File: src/rtl/clk_burst_pkg.sv
package clk_burst_pkg;

    localparam int unsigned ADDR_W = 2;

    typedef enum logic [ADDR_W-1:0] {
        REG_COUNT  = 2'd0,
        REG_STATUS = 2'd1
    } reg_sel_e;

    // Engine state: busy marks an active burst, low_half marks the low cycle of a pulse
    typedef struct packed {
        logic busy;
        logic low_half;
    } eng_state_t;

    function automatic logic is_addr(input logic [ADDR_W-1:0] a, input reg_sel_e sel);
        return a == sel;
    endfunction

endpackage

File: src/rtl/burst_decode.sv
module burst_decode
    import clk_burst_pkg::*;
#(
    parameter int unsigned CNT_W = 16
) (
    input  logic              reg_wr,
    input  logic [ADDR_W-1:0] reg_addr,
    input  logic [CNT_W-1:0]  reg_wdata,
    input  logic [CNT_W-1:0]  remaining,
    input  logic              done_flag,
    output logic              load_req,
    output logic              clr_req,
    output logic [CNT_W-1:0]  rdata
);

    assign load_req = reg_wr && is_addr(reg_addr, REG_COUNT);
    assign clr_req  = reg_wr && is_addr(reg_addr, REG_STATUS) && reg_wdata[0];

    always_comb begin
        rdata = '0;
        if (is_addr(reg_addr, REG_COUNT)) begin
            rdata = remaining;
        end else if (is_addr(reg_addr, REG_STATUS)) begin
            rdata[0] = done_flag;
        end
    end

endmodule

File: src/rtl/burst_engine.sv
module burst_engine
    import clk_burst_pkg::*;
#(
    parameter int unsigned CNT_W = 16
) (
    input  logic             clk,
    input  logic             rst,
    input  logic             load_req,
    input  logic [CNT_W-1:0] load_val,
    output logic             busy,
    output logic [CNT_W-1:0] remaining,
    output logic             pulse_en,
    output logic             finish
);

    localparam logic [CNT_W-1:0] ONE = CNT_W'(1);

    eng_state_t       st_q;
    logic [CNT_W-1:0] rem_q;

    always_ff @(posedge clk) begin
        if (rst) begin
            st_q  <= '0;
            rem_q <= '0;
        end else if (!st_q.busy) begin
            if (load_req && (load_val != '0)) begin
                st_q.busy     <= 1'b1;
                st_q.low_half <= 1'b0;
                rem_q         <= load_val;
            end
        end else if (!st_q.low_half) begin
            st_q.low_half <= 1'b1;
        end else begin
            st_q.low_half <= 1'b0;
            rem_q         <= rem_q - ONE;
            if (rem_q == ONE) begin
                st_q.busy <= 1'b0;
            end
        end
    end

    assign busy      = st_q.busy;
    assign remaining = rem_q;
    assign pulse_en  = st_q.busy && !st_q.low_half;
    assign finish    = (!st_q.busy && load_req && (load_val == '0))
                     || (st_q.busy && st_q.low_half && (rem_q == ONE));

endmodule

File: src/rtl/burst_status.sv
module burst_status (
    input  logic clk,
    input  logic rst,
    input  logic finish,
    input  logic clr_req,
    output logic done_flag
);

    always_ff @(posedge clk) begin
        if (rst) begin
            done_flag <= 1'b0;
        end else if (finish) begin
            done_flag <= 1'b1;
        end else if (clr_req) begin
            done_flag <= 1'b0;
        end
    end

endmodule

File: src/rtl/clk_burst_ctrl.sv
module clk_burst_ctrl
    import clk_burst_pkg::*;
#(
    parameter int unsigned CNT_W = 16
) (
    input  logic              clk,
    input  logic              rst,
    input  logic              reg_wr,
    input  logic [ADDR_W-1:0] reg_addr,
    input  logic [CNT_W-1:0]  reg_wdata,
    output logic [CNT_W-1:0]  reg_rdata,
    output logic              pulse_en
);

    logic             load_req;
    logic             clr_req;
    logic             busy;
    logic             finish;
    logic             done_flag;
    logic [CNT_W-1:0] remaining;

    burst_decode #(.CNT_W(CNT_W)) u_decode (
        .reg_wr    (reg_wr),
        .reg_addr  (reg_addr),
        .reg_wdata (reg_wdata),
        .remaining (remaining),
        .done_flag (done_flag),
        .load_req  (load_req),
        .clr_req   (clr_req),
        .rdata     (reg_rdata)
    );

    burst_engine #(.CNT_W(CNT_W)) u_engine (
        .clk       (clk),
        .rst       (rst),
        .load_req  (load_req),
        .load_val  (reg_wdata),
        .busy      (busy),
        .remaining (remaining),
        .pulse_en  (pulse_en),
        .finish    (finish)
    );

    burst_status u_status (
        .clk       (clk),
        .rst       (rst),
        .finish    (finish),
        .clr_req   (clr_req),
        .done_flag (done_flag)
    );

endmodule

File: config.mk
export PLATFORM = sky130hd
export DESIGN_NAME = clk_burst_ctrl
export DESIGN_NICKNAME = d
export VERILOG_FILES = /design/src/rtl/clk_burst_pkg.sv /design/src/rtl/burst_decode.sv /design/src/rtl/burst_engine.sv /design/src/rtl/burst_status.sv /design/src/rtl/clk_burst_ctrl.sv
export SDC_FILE = /design/constraint.sdc
export NUM_CORES = 1
export LEC_CHECK = 0
export ABC_AREA = 1
export ABC_CLOCK_PERIOD_IN_PS = 1800
export BUFFER_PORTS_ARGS = -buffer_cell sky130_fd_sc_hd__buf_4
export CORE_ASPECT_RATIO = 1.25
export CORE_UTILIZATION = 53
export CTS_CLUSTER_SIZE = 28
export DETAILED_ROUTE_END_ITERATION = 8
export PLACE_DENSITY = 0.81
export SLEW_MARGIN = 20
export SYNTH_ARGS = -nofsm -noshare
export SYNTH_HDL_FRONTEND = slang
export SYNTH_SLANG_ARGS = --single-unit
File: constraint.sdc
create_clock -name clk -period 1.8 [get_ports clk]
set_clock_uncertainty 0.1 [all_clocks]
set_input_delay 0.27 -clock clk [delete_from_list [all_inputs] [get_ports clk]]
set_output_delay 0.27 -clock clk [all_outputs]
set_load 0.02 [all_outputs]
==> impl_results.html <==
<table>
<tr><th>Metric</th><th>Value</th></tr>
<tr><th colspan="2">Hold path</th></tr>
<tr><td>Hold path cells</td><td>2</td></tr>
<tr><td>Worst min-delay path class</td><td>primary input to register</td></tr>
<tr><td>Beginning of the worst hold path</td><td>rst</td></tr>
<tr><td>Hold worst-path end</td><td>u_status.done_flag</td></tr>
<tr><th colspan="2">Clock tree</th></tr>
<tr><td>Clock Tree Root</td><td>clkbuf_4</td></tr>
<tr><td>Post-CTS setup buffer count</td><td>0</td></tr>
<tr><td>Quantity of hold-fixing buffers added after cts</td><td>0</td></tr>
<tr><td>Quantity of gates resized following cts</td><td>0</td></tr>
<tr><td>Clk sink count</td><td>19</td></tr>
<tr><td>Clock tree from TritonCTS</td><td>done</td></tr>
<tr><td>Clk_lat worst skew</td><td>0.29 ns</td></tr>
<tr><td>H-tree depth reported by CTS</td><td>1</td></tr>
<tr><td>Clk pin slew, worst setup/hold paths</td><td>0.11 ns</td></tr>
<tr><td>Number of buffers inserted during clock tree synthesis</td><td>3</td></tr>
<tr><td>Deepest clock path buffer count</td><td>2</td></tr>
<tr><th colspan="2">Layout</th></tr>
<tr><td>Share of final-layout standard cells stronger than drive strength 1</td><td>0.186</td></tr>
<tr><td>Area delta synth-&gt;final</td><td>22.9%</td></tr>
<tr><td>Antenna cells</td><td>0</td></tr>
<tr><td>Final nets</td><td>330</td></tr>
<tr><th colspan="2">STA</th></tr>
<tr><td>Slew at the pin with the worst max-slew slack</td><td>0.474 ns</td></tr>
<tr><td>Shortest period the worst path allows</td><td>1.62 ns</td></tr>
<tr><td>Highest Clock Rate</td><td>0.618 GHz</td></tr>
<tr><td>Setup repair after global routing missed its margin</td><td>false</td></tr>
<tr><td>Final number of hold-violating endpoints</td><td>0</td></tr>
<tr><td>Total negative setup slack</td><td>0 ns</td></tr>
<tr><td>Final setup violation count</td><td>0</td></tr>
<tr><td>Worst Hold Margin</td><td>0.161 ns</td></tr>
<tr><td>Period Utilization, post-route</td><td>0.899</td></tr>
<tr><td>Headroom to the max-slew limit</td><td>0.683</td></tr>
<tr><td>Fin. max-slew vios</td><td>0</td></tr>
<tr><th colspan="2">Power and ir drop</th></tr>
<tr><td>Switching share of power</td><td>0.369</td></tr>
<tr><td>Maximum resistive drop on vdd</td><td>474 uV</td></tr>
<tr><td>Portion of total power attributed to sequential cells</td><td>0.436</td></tr>
<tr><td>Internal power</td><td>668 uW</td></tr>
<tr><td>Power share of the combinational group</td><td>0.362</td></tr>
<tr><td>Net Switching</td><td>392 uW</td></tr>
<tr><td>Clock network fraction of total power</td><td>0.203</td></tr>
<tr><td>Power density of the placed cells</td><td>573 nW/um^2</td></tr>
<tr><td>Leakage power total</td><td>0.000940 uW</td></tr>
<tr><th colspan="2">Placed design</th></tr>
<tr><td>Half-perimeter wire length of the detailed placement result</td><td>3150 microns</td></tr>
<tr><td>Weighted congestion reported at the end of routability-driven placement</td><td>0.881</td></tr>
<tr><td>Total of buffers placed on input and output ports</td><td>37</td></tr>
<tr><th colspan="2">Drt</th></tr>
<tr><td>Average wire length per cell after detail routing</td><td>12.0 microns</td></tr>
<tr><td>DRT Pass-1 Iters</td><td>4</td></tr>
<tr><td>DRC violations left</td><td>0</td></tr>
<tr><td>Routed WL</td><td>4070 microns</td></tr>
<tr><td>Routed via count</td><td>1754</td></tr>
<tr><td>Antenna-violating nets left</td><td>0</td></tr>
<tr><td>Post-DR vias/cell</td><td>5.16</td></tr>
<tr><td>DRT iter0 DRCs</td><td>96</td></tr>
<tr><th colspan="2">Status</th></tr>
<tr><td>Outcome</td><td>completed</td></tr>
<tr><th colspan="2">Synthesis</th></tr>
<tr><td>Flip-flop and latch count after synthesis</td><td>19</td></tr>
<tr><td>Distinct cell type count after synthesis</td><td>25</td></tr>
<tr><td>Cell count after synthesis</td><td>267</td></tr>
<tr><td>Net count of the mapped netlist</td><td>290</td></tr>
<tr><td>Syn Area/Cell</td><td>5.64 sq um</td></tr>
<tr><td>Sequential element share of the synthesized area</td><td>0.253</td></tr>
<tr><td>Combined area of all synthesized cells</td><td>1510 sq um</td></tr>
<tr><td>Number of warning messages in the yosys log</td><td>0</td></tr>
<tr><th colspan="2">Critical path</th></tr>
<tr><td>Kind of launch point of the worst setup path</td><td>register</td></tr>
<tr><td>Worst Reg2Reg Path Length in Cells</td><td>9</td></tr>
<tr><td>Ordered cell list for the critical path</td><td>inv_1 -&gt; ha_1 -&gt; nand3_1 -&gt; inv_1 -&gt; nand2_1 -&gt; nand2_1 -&gt; nand3_1 -&gt; nand3_1 -&gt; nand2_1</td></tr>
<tr><td>Worst endpoint required time</td><td>1.89 ns</td></tr>
<tr><td>Crit path buf inv count</td><td>2</td></tr>
<tr><td>Kind of end point of the critical path</td><td>register</td></tr>
<tr><td>Peak fanout along the critical path</td><td>6</td></tr>
<tr><td>Slowest cell on crit path</td><td>dfxtp_1</td></tr>
<tr><td>Startpoint of the most critical setup path</td><td>u_engine.remaining[0]</td></tr>
<tr><td>Register-to-register setup slack</td><td>0.18 ns</td></tr>
<tr><td>Reg-to-reg endpoint</td><td>u_engine.remaining[14]</td></tr>
<tr><td>Max stage delay on crit path</td><td>0.34 ns</td></tr>
<tr><td>Type of the setup path with the least slack</td><td>register to register</td></tr>
<tr><td>Worst reg2reg startpoint</td><td>u_engine.remaining[0]</td></tr>
<tr><td>Dominant delay contributor by cell family on the critical path</td><td>simple AND/OR/NAND/NOR gates</td></tr>
<tr><td>Data arrival time of the critical path</td><td>1.71 ns</td></tr>
<tr><th colspan="2">GRT</th></tr>
<tr><td>Pin count of the biggest net entering global routing</td><td>18</td></tr>
<tr><td>Number of global-route vias before repair</td><td>1494</td></tr>
<tr><td>Sum of overflow across all layers after global routing</td><td>0</td></tr>
<tr><td>First-pass GRT wire length</td><td>6520 microns</td></tr>
<tr><td>Total track usage</td><td>0.283</td></tr>
<tr><td>Initial antenna violation count</td><td>0</td></tr>
<tr><th colspan="2">Floorplan</th></tr>
<tr><td>Die Area</td><td>3060 sq um</td></tr>
<tr><td>Die width</td><td>49.7 microns</td></tr>
<tr><td>Number of rows created at floorplan</td><td>21</td></tr>
<tr><td>Initial core utilization</td><td>0.562</td></tr>
<tr><td>Core box area</td><td>2680 sq um</td></tr>
<tr><td>Number of placed I/O pins</td><td>38</td></tr>
<tr><td>Vert. Die Dim</td><td>61.6 microns</td></tr>
<tr><th colspan="2">Run</th></tr>
<tr><td>Maxcap violations</td><td>0</td></tr>
</table>
sequential cells by signal (all words and copies together), names as in the netlist:
register / flops
u_engine.remaining: 16
u_engine.busy: 1
u_engine.st_q: 1
u_status.done_flag: 1
layout by cell type, fill, tap and decap left out, types with 2 or more instances in the layout:
cell / synthesis / routed
a31oi_1: 3 / 3
a21oi_1: 5 / 5
buf_4: 0 / 41
nand4_1: 2 / 2
nor2_2: 7 / 7
ha_1: 2 / 2
nor2_8: 2 / 2
clkbuf_4: 0 / 3
nor2_1: 64 / 64
nand2_1: 83 / 83
inv_1: 22 / 22
dfxtp_1: 19 / 19
nand3_1: 32 / 32
o21ai_0: 11 / 10
layout make-up:
cell class	instances	area, sq um
tap	34	42.5
timing repair buffer	41	308
clock buffer	4	26.3
multi-input combinational	217	995
sequential	19	380
fill	266	830
inverter	25	98.8
power by group through the flow:
stage | registers [uW] | clock network, uW | logic, uW
after global routing | 465 | 233 | 437
after detailed placement | 471 | 0 | 376
final | 462 | 215 | 384
after global placement | 471 | 0 | 374
after CTS | 461 | 219 | 379
after floorplan | 466 | 0 | 265
Yosys cell counts:
library cell / n / area share
nand2_1: 83 / 0.21
nor2_1: 64 / 0.16
nand3_1: 32 / 0.11
inv_1: 22 / 0.055
dfxtp_1: 19 / 0.25
o21ai_0: 11 / 0.037
nor2_2: 7 / 0.029
a21oi_1: 5 / 0.017
a31oi_1: 3 / 0.012
clkbuf_1: 3 / 0.0075
ha_1: 2 / 0.017
nand4_1: 2 / 0.0083
nor2_8: 2 / 0.027
buf_1: 1 / 0.0025
buf_2: 1 / 0.0033
buf_6: 1 / 0.0075
clkinv_1: 1 / 0.0025
inv_2: 1 / 0.0025
inv_6: 1 / 0.0058
nand2_8: 1 / 0.013
nand3_4: 1 / 0.012
nand3b_1: 1 / 0.0050
nor3_1: 1 / 0.0033
nor4_1: 1 / 0.0042
or2_1: 1 / 0.0042
through the flow:
| step | util | std cells | worst slack (ns) | cell area, sq um | total power (uW) |
|---|---|---|---|---|---|
| 2_1_floorplan | - | 267 | 0.309 | 1510 | 731 |
| 3_3_place_gp | 0.681 | 336 | 0.217 | 1820 | 845 |
| 3_5_place_dp | 0.681 | 336 | 0.222 | 1820 | 847 |
| 4_1_cts | 0.690 | 340 | 0.192 | 1850 | 1060 |
| 5_1_grt | 0.690 | 340 | 0.00138 | 1850 | 1140 |
| 6_report | 0.690 | 340 | 0.182 | 1850 | 1060 |
layer usage:
layer,track usage,share of wire
met3,0.0272,0.065
met2,0.515,0.50
met5,0,0
met4,0.127,0.011
met1,0.342,0.43
logic make-up (layout without fill, tap and decap cells):
| group | Yosys count | count (layout) | share of synthesized area |
|---|---|---|---|
| simple gates | 196 | 196 | 0.579 |
| compound gates | 19 | 19 | 0.0657 |
| fa+ha+maj | 2 | 2 | 0.0166 |
| flops | 19 | 19 | 0.253 |
| buf+inv | 31 | 70 | 0.0864 |
worst max path at each step:
| stage | to | slack, ns | cells past startpoint |
|---|---|---|---|
| 6_report | u_engine.remaining[14] | 0.18 | 9 |
| 3_3_place_gp | reg_rdata[0] | 0.22 | 5 |
| 4_1_cts | u_engine.remaining[14] | 0.19 | 9 |
| 2_1_floorplan | reg_rdata[10] | 0.31 | 4 |
| 5_1_grt | u_engine.remaining[14] | 0.001 | 9 |
| 3_5_place_dp | u_engine.remaining[2] | 0.22 | 8 |
No activity file was read; power rests on OpenSTA's default activity.
